### config.mk
export PLATFORM = sky130hd
export DESIGN_NAME = smartled_tx
export DESIGN_NICKNAME = d
export VERILOG_FILES = /design/src/rtl/smartled_pkg.sv /design/src/rtl/smartled_fifo.sv /design/src/rtl/smartled_tick.sv /design/src/rtl/smartled_enc.sv /design/src/rtl/smartled_tx.sv
export SDC_FILE = /design/constraint.sdc
export NUM_CORES = 1
export LEC_CHECK = 0
export ABC_AREA = 1
export BUFFER_PORTS_ARGS = -buffer_cell sky130_fd_sc_hd__buf_2
export CAP_MARGIN = 20
export CORE_UTILIZATION = 35
export DETAILED_ROUTE_END_ITERATION = 6
export PLACE_DENSITY = 0.59
export SYNTH_ARGS = -nofsm -noshare
export SYNTH_HDL_FRONTEND = slang
export SYNTH_SLANG_ARGS = --single-unit
### constraint.sdc
create_clock -name clk -period 7.26 [get_ports clk]
set_input_delay 0.726 -clock clk [delete_from_list [all_inputs] [get_ports clk]]
set_output_delay 0.726 -clock clk [all_outputs]
set_load 0.1 [all_outputs]
### src/rtl/smartled_pkg.sv
package smartled_pkg;
    typedef enum logic [1:0] {
        S_IDLE  = 2'd0,
        S_BIT   = 2'd1,
        S_LATCH = 2'd2
    } enc_state_t;

    localparam int WORD_W      = 32;
    localparam int NARROW_W    = 24;
    localparam int LATCH_PERIODS = 127;
endpackage

### src/rtl/smartled_fifo.sv
module smartled_fifo #(
    parameter int LOG2 = 2,
    parameter int W    = 33
) (
    input  logic         clk,
    input  logic         rst_n,
    input  logic         flush,
    input  logic         push,
    input  logic [W-1:0] din,
    input  logic         pop,
    output logic [W-1:0] dout,
    output logic         empty,
    output logic         half,
    output logic         full
);
    localparam int DEPTH = 1 << LOG2;

    logic [W-1:0]  mem [DEPTH];
    logic [LOG2-1:0] wptr, rptr;
    logic [LOG2:0]   cnt;
    logic do_push, do_pop;

    assign empty   = (cnt == '0);
    assign full    = (cnt == (LOG2+1)'(DEPTH));
    assign half    = (cnt >= (LOG2+1)'(DEPTH/2));
    assign do_push = push && !full && !flush;
    assign do_pop  = pop && !empty && !flush;
    assign dout    = mem[rptr];

    always_ff @(posedge clk or negedge rst_n) begin
        if (!rst_n) begin
            wptr <= '0;
            rptr <= '0;
            cnt  <= '0;
        end else if (flush) begin
            wptr <= '0;
            rptr <= '0;
            cnt  <= '0;
        end else begin
            if (do_push) wptr <= wptr + 1'b1;
            if (do_pop)  rptr <= rptr + 1'b1;
            cnt <= cnt + (LOG2+1)'(do_push) - (LOG2+1)'(do_pop);
        end
    end

    always_ff @(posedge clk) begin
        if (do_push) mem[wptr] <= din;
    end
endmodule

### src/rtl/smartled_tick.sv
module smartled_tick #(
    parameter int SEL_W = 3
) (
    input  logic             clk,
    input  logic             rst_n,
    input  logic             clr,
    input  logic [SEL_W-1:0] sel,
    output logic             tick
);
    localparam int CNT_W = (1 << SEL_W) + 1;

    logic [CNT_W-1:0] pcnt;
    logic [CNT_W-1:0] limit;

    assign limit = (CNT_W'(2) << sel) - CNT_W'(1);
    assign tick  = !clr && (pcnt == limit);

    always_ff @(posedge clk or negedge rst_n) begin
        if (!rst_n)          pcnt <= '0;
        else if (clr || tick) pcnt <= '0;
        else                 pcnt <= pcnt + 1'b1;
    end
endmodule

### src/rtl/smartled_enc.sv
module smartled_enc
    import smartled_pkg::*;
#(
    parameter int TW = 5
) (
    input  logic              clk,
    input  logic              rst_n,
    input  logic              enable,
    input  logic              tick,
    input  logic [TW-1:0]     t_total,
    input  logic [TW-1:0]     t_zero_hi,
    input  logic [TW-1:0]     t_one_hi,
    input  logic              wide_mode,
    input  logic              entry_valid,
    input  logic              entry_latch,
    input  logic [WORD_W-1:0] entry_word,
    output logic              entry_pop,
    output logic              busy,
    output logic              line
);
    localparam int BC_W = $clog2(WORD_W);
    localparam int PC_W = $clog2(LATCH_PERIODS + 1);

    enc_state_t state, nxt;
    logic [TW-1:0]     tcnt;
    logic [WORD_W-1:0] shreg;
    logic [BC_W-1:0]   bits_left;
    logic [PC_W-1:0]   periods;
    logic              period_end;
    logic [TW-1:0]     hi_ticks;

    assign period_end = tick && (({1'b0, tcnt} + (TW+1)'(1)) >= {1'b0, t_total});
    assign hi_ticks   = shreg[WORD_W-1] ? t_one_hi : t_zero_hi;

    // next-state logic
    always_comb begin
        nxt = state;
        if (!enable) begin
            nxt = S_IDLE;
        end else begin
            unique case (state)
                S_IDLE:  if (entry_valid) nxt = entry_latch ? S_LATCH : S_BIT;
                S_BIT:   if (period_end && bits_left == '0) nxt = S_IDLE;
                S_LATCH: if (period_end && periods == PC_W'(LATCH_PERIODS - 1)) nxt = S_IDLE;
                default: nxt = S_IDLE;
            endcase
        end
    end

    // state register
    always_ff @(posedge clk or negedge rst_n) begin
        if (!rst_n) state <= S_IDLE;
        else        state <= nxt;
    end

    // outputs
    always_comb begin
        entry_pop = enable && (state == S_IDLE) && entry_valid;
        busy      = (state != S_IDLE);
        line      = (state == S_BIT) && (tcnt < hi_ticks);
    end

    // datapath
    always_ff @(posedge clk or negedge rst_n) begin
        if (!rst_n) begin
            tcnt      <= '0;
            shreg     <= '0;
            bits_left <= '0;
            periods   <= '0;
        end else if (state == S_IDLE || !enable) begin
            tcnt    <= '0;
            periods <= '0;
            if (entry_pop) begin
                shreg     <= wide_mode ? entry_word
                                       : {entry_word[NARROW_W-1:0], {(WORD_W-NARROW_W){1'b0}}};
                bits_left <= wide_mode ? BC_W'(WORD_W - 1) : BC_W'(NARROW_W - 1);
            end
        end else if (period_end) begin
            tcnt <= '0;
            if (state == S_BIT) begin
                shreg     <= shreg << 1;
                bits_left <= bits_left - 1'b1;
            end else begin
                periods <= periods + 1'b1;
            end
        end else if (tick) begin
            tcnt <= tcnt + 1'b1;
        end
    end
endmodule

### src/rtl/smartled_tx.sv
module smartled_tx #(
    parameter int FIFO_LOG2 = 2,
    parameter int TW        = 5,
    parameter int SEL_W     = 3
) (
    input  logic             clk,
    input  logic             rst_n,
    input  logic             enable,
    input  logic             wide_mode,
    input  logic             strobe_mode,
    input  logic [SEL_W-1:0] presc_sel,
    input  logic [TW-1:0]    t_total,
    input  logic [TW-1:0]    t_zero_hi,
    input  logic [TW-1:0]    t_one_hi,
    input  logic             irq_on_empty,
    input  logic             wr_en,
    input  logic [31:0]      wr_data,
    output logic [3:0]       depth_log2,
    output logic             fifo_empty,
    output logic             fifo_half,
    output logic             fifo_full,
    output logic             tx_busy,
    output logic             irq,
    output logic             led_out
);
    localparam int ENTRY_W = 33;

    logic [ENTRY_W-1:0] head;
    logic pop, tick;

    assign depth_log2 = 4'(FIFO_LOG2);

    smartled_fifo #(.LOG2(FIFO_LOG2), .W(ENTRY_W)) u_fifo (
        .clk   (clk),
        .rst_n (rst_n),
        .flush (!enable),
        .push  (wr_en),
        .din   ({strobe_mode, wr_data}),
        .pop   (pop),
        .dout  (head),
        .empty (fifo_empty),
        .half  (fifo_half),
        .full  (fifo_full)
    );

    smartled_tick #(.SEL_W(SEL_W)) u_tick (
        .clk   (clk),
        .rst_n (rst_n),
        .clr   (!tx_busy),
        .sel   (presc_sel),
        .tick  (tick)
    );

    smartled_enc #(.TW(TW)) u_enc (
        .clk         (clk),
        .rst_n       (rst_n),
        .enable      (enable),
        .tick        (tick),
        .t_total     (t_total),
        .t_zero_hi   (t_zero_hi),
        .t_one_hi    (t_one_hi),
        .wide_mode   (wide_mode),
        .entry_valid (!fifo_empty),
        .entry_latch (head[ENTRY_W-1]),
        .entry_word  (head[31:0]),
        .entry_pop   (pop),
        .busy        (tx_busy),
        .line        (led_out)
    );

    assign irq = enable && (irq_on_empty ? fifo_empty : !fifo_half);
endmodule

==> reports/metrics.cfg <==
[final_layout]
area_growth_syn_to_layout_pct = 13.6
final_common_cell = nand2_1
multi_input_area_um2 = 3200
fin_area_um2 = 10500
fill_cells = 2526
fin_nets = 1029
final_cells = 1297
drive_gt1_share_pct = 14.4
seq_area_um2 = 5640
layout_common_cells = nand2_1 (214), edfxtp_1 (132), nor2_1 (86)

[synth]
synth_edf_count = 132
synth_cell_type_count = 46
syn-instance-count = 900
synth-main-ff-cell = edfxtp_1
synth.avg_cell_area_um2 = 10.3
ys.warnings.count = 0
async_flop_share_pct = 33.7
netlist_area_um2 = 9270
seq_area_frac_synth_pct = 60.8
ys_ff_latch = 199

[drt]
wl_um = 19700
drt-pass1-iter-count = 5
ant_nets = 0
viasPerCell = 4.98
dr.first_iter.drc_count = 422
vias = 6455
drc = 0
wl_per_cell_um = 15.2

[sta]
min_period_ps = 3230
final_hold_viol_count = 0
relSlewSlack_pct = 34.5
setup_tns_ps = 0
period_share_pct = 44.5
finalHoldWorstSlack_ps = 475
worst_slack_ps = 4030
fmax_mhz = 310
finClkSkew_ps = 14.2
grt_setup_unrepaired = no
worstMarginPinSlew_ps = 981
slew_violations = 0
setup_viol = 0

[critical_path]
r2r_slack_ps = 4130
cp-end-kind = register
reg2reg_to = u_enc.shreg[20]$_DFFE_PN0P_
ff2ff_path_depth = 15
critPathLaunch = enable
r2r-start = u_enc.tcnt[0]$_DFFE_PN0P_
cp-endpoint = u_enc.shreg[26]$_DFFE_PN0P_
cp.required_ps = 7580
setup.worst_path.class = primary input to register
arrival_ps = 3550
path_max_fanout = 41
startpoint_type = primary input

[placement]
place_congestion = 0.802
place_ws_ps = 3600
placed_cell_area_um2 = 9840
post-place-cells = 1261
post-dp-hpwl_um = 12200
io_buffers = 62

[outcome]
status = finished clean

[clock_network]
numCtsBuffers = 17
clkLatencyLatePin_ps = 430
cts.path.max_buffers = 2
cts_tree = built
cts_root_buf = clkbuf_16
cts_setup_buffers = 0
cts.hold.buffers_added = 0
numClockSinks = 199
path_clk_slew_ps = 70
postCtsResizedCells = 0
htree_levels = 4

[worst_hold_path]
hold_path.class = register to register
min-delay-start = u_enc.shreg[18]$_DFFE_PN0P_
hold_path_depth = 2

[floorplanning]
fp.dieW_um = 165
rows = 59
fp.dieH_um = 165
die_area_um2 = 27100
num_io_pins = 67
start_util_pct = 35.7
core-area_um2 = 26000

[global_route]
grt_max_degree = 71
use_met3_pct = 2.41
grt-ovfl-total = 0
grt_use_met1_pct = 20.5
grt_pass1_wl_um = 31600
met2_usage_pct = 25.1
busiest_layer = met2
grt_usage_pct = 15.2
antenna_found_initial = 1
first_global_vias = 6129

[power_and_ir_drop]
p_per_area_nw_per_um2 = 359
power.leakage_nw = 4.27
ir_worst_vdd_mv = 0.192

[run]
max_cap_viol_count = 0

-- critical path, stage by stage --
cell	delay (ps)
buf_2	170
inv_2	100
nor2_4	770
clkinv_1	440
nand2_1	610
inv_2	280
nand2_1	130
o211ai_1	100
nand3_1	110
nand2_1	70
-- area by class of cell --
type | count | share of cell area (%)
flip-flops and latches | 199 | 53.6
multi-input cells | 601 | 30.4
clock buffers | 17 | 4.04
repair buffers | 72 | 4.01
well taps | 335 | 3.98
inverters | 57 | 2.03
clock inverters | 15 | 1.96
diodes | 1 | 0.0238
-- registers in the layout, summed over array words and instances (netlist names) --
register         flops
u_enc.bits_left      5
u_enc.shreg         32
u_fifo.wptr          2
u_enc.state          2
u_enc.tcnt           5
u_fifo.rptr          2
u_fifo.mem         132
u_enc.periods        7
u_tick.pcnt          9
u_fifo.cnt           3
-- cell families after synthesis --
| logic type | Yosys count | share of synthesized area (%) |
|---|---|---|
| xor+xnor | 13 | 1.23 |
| compound gates | 149 | 10.1 |
| mux | 4 | 0.432 |
| flops | 199 | 60.8 |
| simple gates | 407 | 19.0 |
| buf+inv | 102 | 5.02 |
| fa+ha+maj | 24 | 3.32 |
| other cells | 2 | 0.0810 |
-- cell usage after synthesis, drive strengths merged, types with 4 or more instances --
library cell	instances	area [um^2]
nand2	223	875
edfxtp	132	3960
nor2	96	385
o21ai	68	340
dfrtp	67	1680
nand3	66	370
inv	55	206
clkbuf	26	98.8
ha	23	288
buf	19	153
o22ai	17	106
a21oi	16	80.1
o211ai	15	113
a32o	8	80.1
nor3	8	40.0
o221ai	8	70.1
o22a	8	70.1
xor2	8	70.1
nand4	6	37.5
a22o	5	43.8
xnor2	5	43.8
mux2i	4	40.0
nor3b	4	30.0
-- power breakdown --
part           switching (mW)  internal [mW]  leakage [nW]
sequential             0.0875           1.37          2.08
clock                   0.457          0.531         0.302
combinational           0.954          0.380          1.89
total                    1.50           2.28          4.27
-- worst min path at each step --
stage / endpoint / slack [ps]
2_1_floorplan: u_enc.bits_left[0]$_DFFE_PN0P_ / 430
3_3_place_gp: u_enc.shreg[19]$_DFFE_PN0P_ / 460
3_5_place_dp: u_enc.shreg[19]$_DFFE_PN0P_ / 460
4_1_cts: u_enc.shreg[19]$_DFFE_PN0P_ / 480
5_1_grt: u_enc.shreg[12]$_DFFE_PN0P_ / 480
6_report: u_enc.shreg[18]$_DFFE_PN0P_ / 470
-- routing by layer --
metal  wire length (um)  vias up
li1                   -     3203
met5                  0        -
met3                735       10
met2               9490      126
met4                180        0
met1               9270     3116
-- through the flow --
step	util, %	power (mW)
4_1_cts	40.3	3.81
3_5_place_dp	37.9	2.82
3_3_place_gp	37.9	2.80
6_report	40.5	3.78
5_1_grt	40.5	4.01
2_1_floorplan	-	2.50
(Power assumes the default switching activity.)
